==> src/rtl/mcsr_pkg.sv <==
// Shared constants and types for the machine interrupt register file.
// Assumes a 32-bit hart and 12-bit CSR addresses.
package mcsr_pkg;
    localparam int XLEN    = 32;
    localparam int AW      = 12;
    localparam int NUM_SRC = 3;

    localparam logic [AW-1:0] A_STATUS = 12'h300;
    localparam logic [AW-1:0] A_IE     = 12'h304;
    localparam logic [AW-1:0] A_TVEC   = 12'h305;
    localparam logic [AW-1:0] A_EPC    = 12'h341;
    localparam logic [AW-1:0] A_CAUSE  = 12'h342;
    localparam logic [AW-1:0] A_TVAL   = 12'h343;
    localparam logic [AW-1:0] A_IP     = 12'h344;

    localparam int B_GIE = 3;
    localparam int B_PIE = 7;

    typedef enum logic [1:0] {
        OP_READ  = 2'b00,
        OP_WRITE = 2'b01,
        OP_SET   = 2'b10,
        OP_CLEAR = 2'b11
    } csr_op_e;

    // Bit position of interrupt source i (0 sw, 1 timer, 2 external).
    function automatic int src_bit(input int i);
        return 3 + 4 * i;
    endfunction
endpackage

==> src/rtl/mcsr_wval.sv <==
// Read-modify-write unit: produces the value an access would store.
// Assumes old_val is the current content of the addressed register.
module mcsr_wval
    import mcsr_pkg::*;
#(
    parameter int W = XLEN
) (
    input  logic [1:0]   op,
    input  logic [W-1:0] old_val,
    input  logic [W-1:0] wdata,
    output logic [W-1:0] new_val,
    output logic         wr
);
    // Select the next value from the operation code.
    always_comb begin
        wr      = 1'b1;
        new_val = old_val;
        case (csr_op_e'(op))
            OP_WRITE: new_val = wdata;
            OP_SET:   new_val = old_val | wdata;
            OP_CLEAR: new_val = old_val & ~wdata;
            default:  wr = 1'b0;
        endcase
    end
endmodule

==> src/rtl/mcsr_pending.sv <==
// Registers the interrupt request levels into pending flags.
// Assumes the inputs are already synchronous to clk.
module mcsr_pending #(
    parameter int N = 3
) (
    input  logic         clk,
    input  logic         rst_n,
    input  logic [N-1:0] src_i,
    output logic [N-1:0] pend_o
);
    for (genvar g = 0; g < N; g++) begin : g_src
        // Capture one request line per clock.
        always_ff @(posedge clk) begin
            if (!rst_n) pend_o[g] <= 1'b0;
            else        pend_o[g] <= src_i[g];
        end
    end
endmodule

==> src/rtl/mcsr_status.sv <==
// Global enable and previous-enable flags with hardware trap updates.
// Priority: trap entry, then return, then software write.
module mcsr_status (
    input  logic clk,
    input  logic rst_n,
    input  logic sw_we,
    input  logic sw_gie,
    input  logic sw_pie,
    input  logic trap_enter,
    input  logic mret,
    output logic gie_o,
    output logic pie_o
);
    // Update both flags together from the highest-priority source.
    always_ff @(posedge clk) begin
        if (!rst_n) begin
            gie_o <= 1'b0;
            pie_o <= 1'b0;
        end else if (trap_enter) begin
            pie_o <= gie_o;
            gie_o <= 1'b0;
        end else if (mret) begin
            gie_o <= pie_o;
            pie_o <= 1'b1;
        end else if (sw_we) begin
            gie_o <= sw_gie;
            pie_o <= sw_pie;
        end
    end
endmodule

==> src/rtl/mcsr_irq_file.sv <==
// Machine-mode interrupt CSR file: address decode, read mux, software
// access and hardware trap-entry and return updates.
// Assumes trap_enter and mret are single-cycle strobes from the controller.
module mcsr_irq_file
    import mcsr_pkg::*;
#(
    parameter int DW = XLEN,
    parameter int NS = NUM_SRC
) (
    input  logic          clk,
    input  logic          rst_n,
    input  logic          csr_req,
    input  logic [AW-1:0] csr_addr,
    input  logic [1:0]    csr_op,
    input  logic [DW-1:0] csr_wdata,
    output logic [DW-1:0] csr_rdata,
    output logic          csr_illegal,
    input  logic          irq_sw_i,
    input  logic          irq_tmr_i,
    input  logic          irq_ext_i,
    input  logic          trap_enter,
    input  logic [DW-1:0] trap_pc,
    input  logic [DW-2:0] trap_code,
    input  logic          mret,
    output logic [NS-1:0] irq_pend_o,
    output logic [NS-1:0] irq_en_o,
    output logic          glb_ie_o,
    output logic [DW-1:0] tvec_base_o,
    output logic          tvec_vectored_o,
    output logic [DW-1:0] epc_o
);
    logic [NS-1:0]   pend;
    logic [NS-1:0]   ie_q;
    logic            status_gie;
    logic            status_pie;
    logic [DW-1:2]   tvec_base_q;
    logic            tvec_mode_q;
    logic [DW-1:0]   epc_q;
    logic [DW-1:0]   cause_q;
    logic [DW-1:0]   tval_q;
    logic [DW-1:0]   rd;
    logic            hit;
    logic [DW-1:0]   new_val;
    logic            wr;
    logic            acc_wr;

    mcsr_pending #(.N(NS)) u_pend (
        .clk    (clk),
        .rst_n  (rst_n),
        .src_i  ({irq_ext_i, irq_tmr_i, irq_sw_i}),
        .pend_o (pend)
    );

    // Select the register content for the addressed CSR.
    always_comb begin
        rd  = '0;
        hit = 1'b1;
        case (csr_addr)
            A_STATUS: begin
                rd[B_GIE] = status_gie;
                rd[B_PIE] = status_pie;
            end
            A_IE:     for (int i = 0; i < NS; i++) rd[src_bit(i)] = ie_q[i];
            A_IP:     for (int i = 0; i < NS; i++) rd[src_bit(i)] = pend[i];
            A_TVEC:   rd = {tvec_base_q, 1'b0, tvec_mode_q};
            A_EPC:    rd = epc_q;
            A_CAUSE:  rd = cause_q;
            A_TVAL:   rd = tval_q;
            default:  hit = 1'b0;
        endcase
    end

    assign csr_rdata   = rd;
    assign csr_illegal = csr_req && !hit;

    mcsr_wval #(.W(DW)) u_wval (
        .op      (csr_op),
        .old_val (rd),
        .wdata   (csr_wdata),
        .new_val (new_val),
        .wr      (wr)
    );

    assign acc_wr = csr_req && wr;

    mcsr_status u_status (
        .clk        (clk),
        .rst_n      (rst_n),
        .sw_we      (acc_wr && csr_addr == A_STATUS),
        .sw_gie     (new_val[B_GIE]),
        .sw_pie     (new_val[B_PIE]),
        .trap_enter (trap_enter),
        .mret       (mret),
        .gie_o      (status_gie),
        .pie_o      (status_pie)
    );

    // Per-source enable bits, written by software only.
    always_ff @(posedge clk) begin
        if (!rst_n) ie_q <= '0;
        else if (acc_wr && csr_addr == A_IE)
            for (int i = 0; i < NS; i++) ie_q[i] <= new_val[src_bit(i)];
    end

    // Trap vector base and mode, written by software only.
    always_ff @(posedge clk) begin
        if (!rst_n) begin
            tvec_base_q <= '0;
            tvec_mode_q <= 1'b0;
        end else if (acc_wr && csr_addr == A_TVEC) begin
            tvec_base_q <= new_val[DW-1:2];
            tvec_mode_q <= new_val[0];
        end
    end

    // Return PC: trap entry wins over a software write.
    always_ff @(posedge clk) begin
        if (!rst_n)                          epc_q <= '0;
        else if (trap_enter)                 epc_q <= trap_pc;
        else if (acc_wr && csr_addr == A_EPC) epc_q <= new_val;
    end

    // Cause: trap entry records an interrupt cause, else software write.
    always_ff @(posedge clk) begin
        if (!rst_n)                            cause_q <= '0;
        else if (trap_enter)                   cause_q <= {1'b1, trap_code};
        else if (acc_wr && csr_addr == A_CAUSE) cause_q <= new_val;
    end

    // Trap value: software scratch register, no hardware update.
    always_ff @(posedge clk) begin
        if (!rst_n)                           tval_q <= '0;
        else if (acc_wr && csr_addr == A_TVAL) tval_q <= new_val;
    end

    assign irq_pend_o      = pend;
    assign irq_en_o        = ie_q;
    assign glb_ie_o        = status_gie;
    assign tvec_base_o     = {tvec_base_q, 2'b00};
    assign tvec_vectored_o = tvec_mode_q;
    assign epc_o           = epc_q;
endmodule

==> config.mk <==
export PLATFORM = sky130hd
export DESIGN_NAME = mcsr_irq_file
export DESIGN_NICKNAME = d
export VERILOG_FILES = /design/src/rtl/mcsr_pkg.sv /design/src/rtl/mcsr_wval.sv /design/src/rtl/mcsr_pending.sv /design/src/rtl/mcsr_status.sv /design/src/rtl/mcsr_irq_file.sv
export SDC_FILE = /design/constraint.sdc
export NUM_CORES = 1
export LEC_CHECK = 0
export ABC_CLOCK_PERIOD_IN_PS = 3650
export BUFFER_PORTS_ARGS = -buffer_cell sky130_fd_sc_hd__buf_2
export CAP_MARGIN = 30
export CORE_MARGIN = 8
export CORE_UTILIZATION = 40
export DETAILED_ROUTE_END_ITERATION = 12
export GPL_TIMING_DRIVEN = 0
export MAX_ROUTING_LAYER = met4
export PLACE_DENSITY = 0.71
export SLEW_MARGIN = 20
export SYNTH_ARGS = -nofsm -noshare
export SYNTH_HDL_FRONTEND = slang
export SYNTH_SLANG_ARGS = --single-unit
==> constraint.sdc <==
create_clock -name clk -period 3.65 [get_ports clk]
set_clock_uncertainty 0.2 [all_clocks]
set_input_delay 0.73 -clock clk [delete_from_list [all_inputs] [get_ports clk]]
set_output_delay 0.73 -clock clk [all_outputs]
set_load 0.05 [all_outputs]
==> results.txt, run 1 <==
- In this run the cell area of the synthesized design comes to 8020 um2.
* Synth cell types: 66
* Clock edge transition at the registers on the reported setup and hold paths: 0.06 ns
- Crit Path Class: in2out
- The longest clock path from root to sink contains 2 buffers.
* Max Freq: 0.275 GHz
- Tracing the worst setup path back leads to its startpoint at csr_addr[10].
- Together, buffers and inverters on the worst path number 5.
* Unrepaired setup endpoints after global routing: false
- Class of the worst hold path: reg2reg
* Worst-case register-to-register setup slack: 1.24 ns
- Num rows: 52
- TritonCTS clock tree: done
- The root buffer cell chosen for the clock tree is clkbuf_16.
- Switching portion of total power: 0.293
- Type of element capturing the critical path: output pin
* Final hold vios: 0
- Walking the worst path, the cells encountered are buf_2 > nand4bb_1 > clkbuf_1 > nor2_4 > buf_4 > buf_2 > a22oi_1 > nor2_2 > buf_4.
- CTS Hold Bufs: 0
* Die width: 158 um
* Seq cells post-synth: 135
- Cell types with the largest area share after synthesis: dfxtp_1 (34%), nand2_1 (11%), a22oi_1 (5.3%)
- Transition time at the pin with the least slew margin: 0.893 ns
- Height of the die: 158 um
- Clock tree synthesis inserted a total of 17 buffers.
- The die covers 24800 um2.
- For this run, the slowest stage of the critical path takes 0.31 ns.
- Data on the critical path is required at its endpoint by 2.72 ns.
- Relative to the synthesized area, the layout overhead comes to 27.7%.
- In this run the number of cells on the critical path is 9.
- Post-Syn Instances: 1019
- The initial utilization of the core area, before any placement, comes to 0.402.
- The most common cell in the synthesized netlist is nand2_1.
- The first detailed-routing pass took 6 iterations.
- Of all nets on the critical path, the largest fanout is 10.
* Reg2reg end: cause_q[5]$_SDFFE_PN0P_
- Synth warn: 0
- Largest net degree at the start of global routing: 20
- Total count of max-transition violations in the final report: 0
* Launch point of the worst reg-to-reg path: epc_o[5]$_SDFFE_PN0P_
* Proportion of synthesized chip area in sequential cells: 0.337
- CTS built an H-tree with a depth of 4.
- Summing all flip-flop and latch instances after layout gives 2700 um2.
* Run status: completed
* Wirelength per Cell: 23.0 um
* Vias in the first global route: 8939
- Power spread over the standard cell area amounts to 395 nW/um2.
- The congestion estimate from routability-driven global placement came to 0.999.
* Post-synth top area share: 0.337
- Across every metal layer, demand over resource in global routing totals 0.286.
* Iteration-0 DRC count of the detailed router: 1014
- DPL Wire Length: 26500 um
- Fraction of registers with async set/reset: 0
* Slew headroom: 0.405
* Worst vdd ir: 321 uV
- The initial antenna violation count is 1.
* Max cap viols: 0
* Clock period minus final worst setup slack: 3.64 ns
* Overall overflow remaining after global route: 0
* Final design instance area without fill: 10200 um2
- After filler insertion, the fill cell instance count of the layout stands at 1988.
* Part of the power in the clock network: 0.456
- The routed layout has 9263 vias.
- Each instance of the synthesized netlist takes up on average 7.87 um2.
- Combinational group share of total power: 0.159
- Top cell family by delay on the critical path: buffers and inverters
* Placed instance area: 9500 um2
* Library cell occupying the most area in the post-synthesis netlist: dfxtp_1
- The region available for standard cell placement spans 20000 um2.
- In this run the static leakage power is 4.11 nW.
* Number of I/O port buffers: 217
- Nets@finish: 1376
* Reported net switching power: 1.19 mW
- Depth of the worst register-to-register path: 6
- Number of sinks on the clock net: 135
* Crit start category: input port
- Critical-path top delay cell: buf_2
- Counting flops with a built-in enable in the synthesized netlist gives 0.
* Wire length of the first global-routing pass: 52400 um
* Final worst path period share: 0.996
- Area occupied by multi-input gates: 4930 um2
- The detail route stage leaves a number of antenna-violating nets equal to 0.
- I/O pin cnt: 222
- The share of total power dissipated in sequential elements is 0.385.
* Sum of negative setup slack: 0 ns
- Total Routed Length: 35500 um
- Vias per cell: 6.00
* Latest clock arrival within the worst-skew pair: 0.43 ns
- Cell-internal power: 2.86 mW
- Setup violations remaining at the end of the flow were counted as 0.
- In the synthesized netlist the dominant register cell turns out to be dfxtp_1.
- The commonest cells after synthesis are nand2_1 (227), dfxtp_1 (135), nor2_1 (69), o21ai_0 (69), clkbuf_1 (59).
- Setup crit end: csr_rdata[29]
- In the routed design, unresolved DRC markers number 0.
* Fraction of final layout cells with drive strength greater than 1: 0.319
- Worst Path Arrival: 2.71 ns
==> per-stage QoR <==
stage | instances | hold slack, ns | total power, mW | utilization | setup slack (ns)
CTS | 1538 | 0.249 | 4.02 | 0.510 | 0.00216
global placement | 1507 | 0.234 | 2.21 | 0.476 | -0.664
finish | 1544 | 0.254 | 4.05 | 0.513 | 0.0141
floorplan | 1020 | 0.227 | 1.98 | - | 0.0756
detailed placement | 1507 | 0.238 | 2.21 | 0.476 | -0.639
global route | 1543 | 0.274 | 4.15 | 0.513 | 0.00578
==> registers in the layout, indices dropped and copies added, names as in the netlist <==
name	count
cause_q	32
epc_o	32
irq_en_o	3
tval_q	32
tvec_base_q	30
tvec_vectored_o	1
u_pend.pend_o	3
u_status.gie_o	1
u_status.pie_o	1
==> worst min-delay path by stage <==
stage / startpoint / depth (start not counted) / slack, ns / endpoint
global placement: tval_q[0]$_SDFFE_PN0P_ / 2 / 0.23 / tval_q[0]$_SDFFE_PN0P_
global route: tval_q[8]$_SDFFE_PN0P_ / 2 / 0.27 / tval_q[8]$_SDFFE_PN0P_
finish: tval_q[8]$_SDFFE_PN0P_ / 2 / 0.25 / tval_q[8]$_SDFFE_PN0P_
detailed placement: tval_q[16]$_SDFFE_PN0P_ / 2 / 0.24 / tval_q[16]$_SDFFE_PN0P_
floorplan: tval_q[26]$_SDFFE_PN0P_ / 2 / 0.23 / tval_q[26]$_SDFFE_PN0P_
CTS: tval_q[8]$_SDFFE_PN0P_ / 2 / 0.25 / tval_q[8]$_SDFFE_PN0P_
==> cell families (layout without fill, tap and decap cells) <==
| group | after synthesis | count (layout) | share of synthesized area |
|---|---|---|---|
| xor gates and xnor gates | 29 | 29 | 0.0317 |
| buffers and inverters | 101 | 353 | 0.0577 |
| other | 1 | 4 | 0.000467 |
| AOI/OAI and AO/OA | 349 | 349 | 0.322 |
| and+or+nand+nor | 368 | 368 | 0.201 |
| muxes | 36 | 36 | 0.0499 |
| DFF | 135 | 135 | 0.337 |
==> metal layers <==
layer  up-vias  routed length [um]  track usage
met4         0                1540        0.140
met5         -                   0            -
met3       101                4270       0.0713
li1       4185                   -            -
met1      4358               13900        0.354
met2       619               15700        0.428
==> power by group through the flow <==
stage	registers (mW)	logic, mW	clock network [mW]
floorplan	1.67	0.311	0
global placement	1.59	0.616	0
detailed placement	1.59	0.621	0
CTS	1.56	0.625	1.84
global route	1.57	0.679	1.91
finish	1.56	0.643	1.85
==> layout by cell type, fill, tap and decap left out, drive strengths merged, types with 5 or more instances in the layout <==
cell and n:
a31oi 55, and2 5, nand3 15, mux2 32, a21boi 58, a22o 30
nand2 232, nor2 69, nor4 6, inv 10, xnor2 28, nor3 10
dfxtp 135, a22oi 57, o21ai 69, buf 254, clkbuf 83, o221a 26
a31o 6, a21oi 16, and3 6
==> area by class of cell <==
| class | instances | share of cell area |
|---|---|---|
| clock inverter | 11 | 0.0154 |
| multi-input combinational | 784 | 0.481 |
| clock buffer | 21 | 0.0449 |
| antenna | 2 | 0.000488 |
| buffer | 95 | 0.0455 |
| inverter | 5 | 0.00183 |
| sequential | 135 | 0.264 |
| timing repair buffer | 221 | 0.114 |
| tap | 270 | 0.0330 |
==> worst min-delay path: stages (launching register included) <==
cell	delay, ns
dfxtp_1	0.31
nand2_1	0.05
a21boi_1	0.05
==> timing repair <==
action / in CTS / in global routing
setup buffers: 0 / 4
pin swaps: 0 / 1
setup endpoints to repair: 27 / 22
gates resized for setup: 33 / 9
(Power assumes the default switching activity.)
==> run 2, diff against run 1 <==
--- a/config.mk
+++ b/config.mk
@@ -8,7 +8,7 @@
 export ABC_CLOCK_PERIOD_IN_PS = 3650
 export BUFFER_PORTS_ARGS = -buffer_cell sky130_fd_sc_hd__buf_2
 export CAP_MARGIN = 30
-export CORE_MARGIN = 8
+export CORE_MARGIN = 3
 export CORE_UTILIZATION = 40
 export DETAILED_ROUTE_END_ITERATION = 12
 export GPL_TIMING_DRIVEN = 0
==> run 2 against run 1 <==
  * Sequential power about the same
  * Register-to-register slack worse by 0.02 ns
  * Largest power group unchanged
  * Clock-buffer cell count down 1
  * Routed wire length down 2.8%
  * Critical path depth unchanged
  * Critical path type unchanged
  * Worst setup slack better by 0.060 ns
  * Combinational power about the same
  * Non-clock buffer count down 1
  * Cell count down 0.45%
  * Die area down 12%
  * Sequential share of layout area unchanged
  * Largest cell class unchanged
  * First-iteration DRC count up 30%
==> results.txt, run 2 (synthesis gave the netlist of run 1 again) <==
- Run status: completed
- STA classifies the critical path endpoint as an output pin.
- Most common library cell in the layout ignoring fill and taps: buf_2
* Post-route ant nets: 0 (unchanged)
* Total count of max-transition violations in the final report: 0 (unchanged)
- Die width: 148 um (-6.3%)
- The clock latency reported for the late side of the worst-skew pair came to 0.44 ns (about the same).
- The share of post-route cells with drive strength above 1 was 0.319 (-0.000536).
- Worst-case register-to-register setup slack: 1.22 ns (-0.02 ns)
- Setup repair after global routing could not meet its margin everywhere.
- The starting utilization of the core area is 0.410 (+0.00788).
- The global-route wire length before repair is 50500 um (-3.6%).
- Clock edge transition at the registers on the reported setup and hold paths: 0.06 ns (about the same)
- I/O pin cnt: 222 (unchanged)
- The final cell utilization of the core was 0.523 (+0.0101).
- The HPWL after detailed placement was 25400 um (-4.2%).
- Leakage power total: 4.12 nW (+0.20%)
- The fraction of power spent switching nets was 0.287 (-0.00615).
- The detail-routed net length per standard cell came to 22.4 um (-2.4%).
- The all-layer global routing usage is 0.310 (+0.0239).
- Worst Path Arrival: 2.65 ns (-0.06 ns)
- The detailed-route wire length was 34500 um (-2.8%).
- The worst hold path belongs to the class reg2reg.
- The relative contribution of the clock network to total power is 0.465 (+0.009).
* Clock root buffer master: clkbuf_16
* Antenna violations before repair: 1 (unchanged)
- The cell-internal power came to 2.93 mW (+2.3%).
* Number of CTS-inserted buffers: 17 (unchanged)
- Final hold vios: 0 (unchanged)
- Crit start category: input port
- Combinational group share of total power: 0.156 (-0.003)
* Vias per cell: 5.99 (-0.14%)
- Reg2reg end: cause_q[5]$_SDFFE_PN0P_
- The time the final worst path needs with I/O delays and setup came to 3.58 ns (-0.0605 ns).
- Height of the die: 148 um (-6.3%)
* Maximum buffer depth of the clock tree: 2 (unchanged)
* Largest fanout of any net on the critical path: 6 (-4)
- The count of hold buffers inserted by post-cts repair was 0 (unchanged).
* Max Freq: 0.280 GHz (+1.7%)
- The cell row count came to 51 (-1.9%).
- Largest net degree at the start of global routing: 20 (unchanged)
- Total power after layout: 4.11 mW (+1.5%)
- Vias in the first global route: 8500 (-4.9%)
- The count of H-tree levels built during CTS is 4 (unchanged).
- The area inside the core boundary is 19600 um2 (-1.9%).
* Depth of the worst register-to-register path: 6 (unchanged)
- First-pass iteration count of the detailed router: 6 (unchanged)
- Required time of the critical path: 2.72 ns (about the same)
- Transition time at the pin with the least slew margin: 0.960 ns (+0.0675 ns)
- The via total after detailed routing came to 9208 (-0.59%).
- Number of instances on the worst hold path: 2 (unchanged)
* Final worst path period share: 0.980 (-0.0166)
* Worst vdd ir: 293 uV (-8.6%)
* Ratio of total power to cell area: 401 nW/um2 (+1.5%)
- The worst setup path is of the in2out kind.
- Iteration-0 DRC count of the detailed router: 1320 (+30%)
- Post-layout worst setup margin: 0.0745 ns (+0.0605 ns)
- Floorplan die area: 21800 um2 (-12%)
- In this run the critical register-to-register path is launched from epc_o[5]$_SDFFE_PN0P_.
- Reported net switching power: 1.18 mW (-0.66%)
- The pre-CTS setup slack is -0.665 ns (-0.0267 ns).
- The number of clock sinks was 135 (unchanged).
* Setup crit end: csr_rdata[11]
- The routability congestion estimate from global placement is 1.01 (+0.72%).
- The worst slew slack as a fraction of its limit came to 0.360 (-0.0450).
- Nets@finish: 1375 (-0.073%)
- Number of I/O port buffers: 217 (unchanged)
* Remaining DRCs: 0 (unchanged)
- The max-capacitance violation count was 0 (unchanged).
* Leading cell types in the layout, fill and taps excluded: buf_2 (229), nand2_1 (227), dfxtp_1 (135)
* First element of the critical path: csr_addr[10]
- The layout-stage area growth over the synthesis result is 27.7% (unchanged).
* # setup viols final: 0 (unchanged)
* Portion of total power attributed to sequential cells: 0.379 (-0.006)
- The total congestion overflow after global routing came to 0 (unchanged).
* TritonCTS clock tree: done
[run 2: worst max-delay path, cell delays in order]
cell       delay, ns
buf_2           0.08
nand4bb_1       0.12
clkbuf_1        0.47
nor2_4          0.13
buf_12          0.16
a32o_1          0.23
a221oi_1        0.36
nor2_1          0.12
buf_2           0.24
[run 2: worst min path at each step]
| stage | from | slack [ns] | endpoint |
|---|---|---|---|
| 6_report | tval_q[13]$_SDFFE_PN0P_ | 0.25 | tval_q[13]$_SDFFE_PN0P_ |
| 3_5_place_dp | tval_q[13]$_SDFFE_PN0P_ | 0.24 | tval_q[13]$_SDFFE_PN0P_ |
| 5_1_grt | tval_q[10]$_SDFFE_PN0P_ | 0.27 | tval_q[10]$_SDFFE_PN0P_ |
| 4_1_cts | tval_q[13]$_SDFFE_PN0P_ | 0.25 | tval_q[13]$_SDFFE_PN0P_ |
| 2_1_floorplan | tval_q[26]$_SDFFE_PN0P_ | 0.23 | tval_q[26]$_SDFFE_PN0P_ |
| 3_3_place_gp | tval_q[25]$_SDFFE_PN0P_ | 0.23 | tval_q[25]$_SDFFE_PN0P_ |
[run 2: power by group through the flow]
stage	sequential (mW)	combinational (mW)	clock [mW]
after global routing	1.56	0.678	1.97
after detailed placement	1.59	0.621	0
after floorplan	1.67	0.311	0
after CTS	1.56	0.625	1.91
final	1.56	0.641	1.91
after global placement	1.59	0.616	0
[run 2: layout make-up]
cell class,instances,area [um2]
antenna,1,2.50
buffer,95,468
clock buffer,20,457
clock inverter,12,190
fill,1872,9340
inverter,5,18.8
multi-input combinational,784,4930
sequential,135,2700
tap,265,332
timing repair buffer,220,1150
[run 2: layer usage]
layer / GRT usage / vias to the layer above / part of all wire
met5: - / - / 0
met4: 0.111 / 0 / 0.038
met3: 0.0656 / 109 / 0.11
met2: 0.471 / 630 / 0.45
met1: 0.409 / 4286 / 0.40
li1: - / 4183 / -
[run 2: per-stage QoR]
stage	setup TNS (ns)	hold slack (ns)	std cells	instance area [um2]
floorplan	0	0.227	1020	8080
global route	-0.0272	0.271	1537	10200
CTS	0	0.251	1533	10200
finish	0	0.251	1537	10200
global placement	-11.30	0.234	1502	9500
detailed placement	-12.40	0.241	1502	9500
[run 2: what timing repair did]
| item | in CTS | in global routing |
|---|---|---|
| resized for setup | 28 | 6 |
| pin swaps | 0 | 1 |
| buffers inserted | 0 | 3 |
| endpoints found under the setup margin | 28 | 19 |
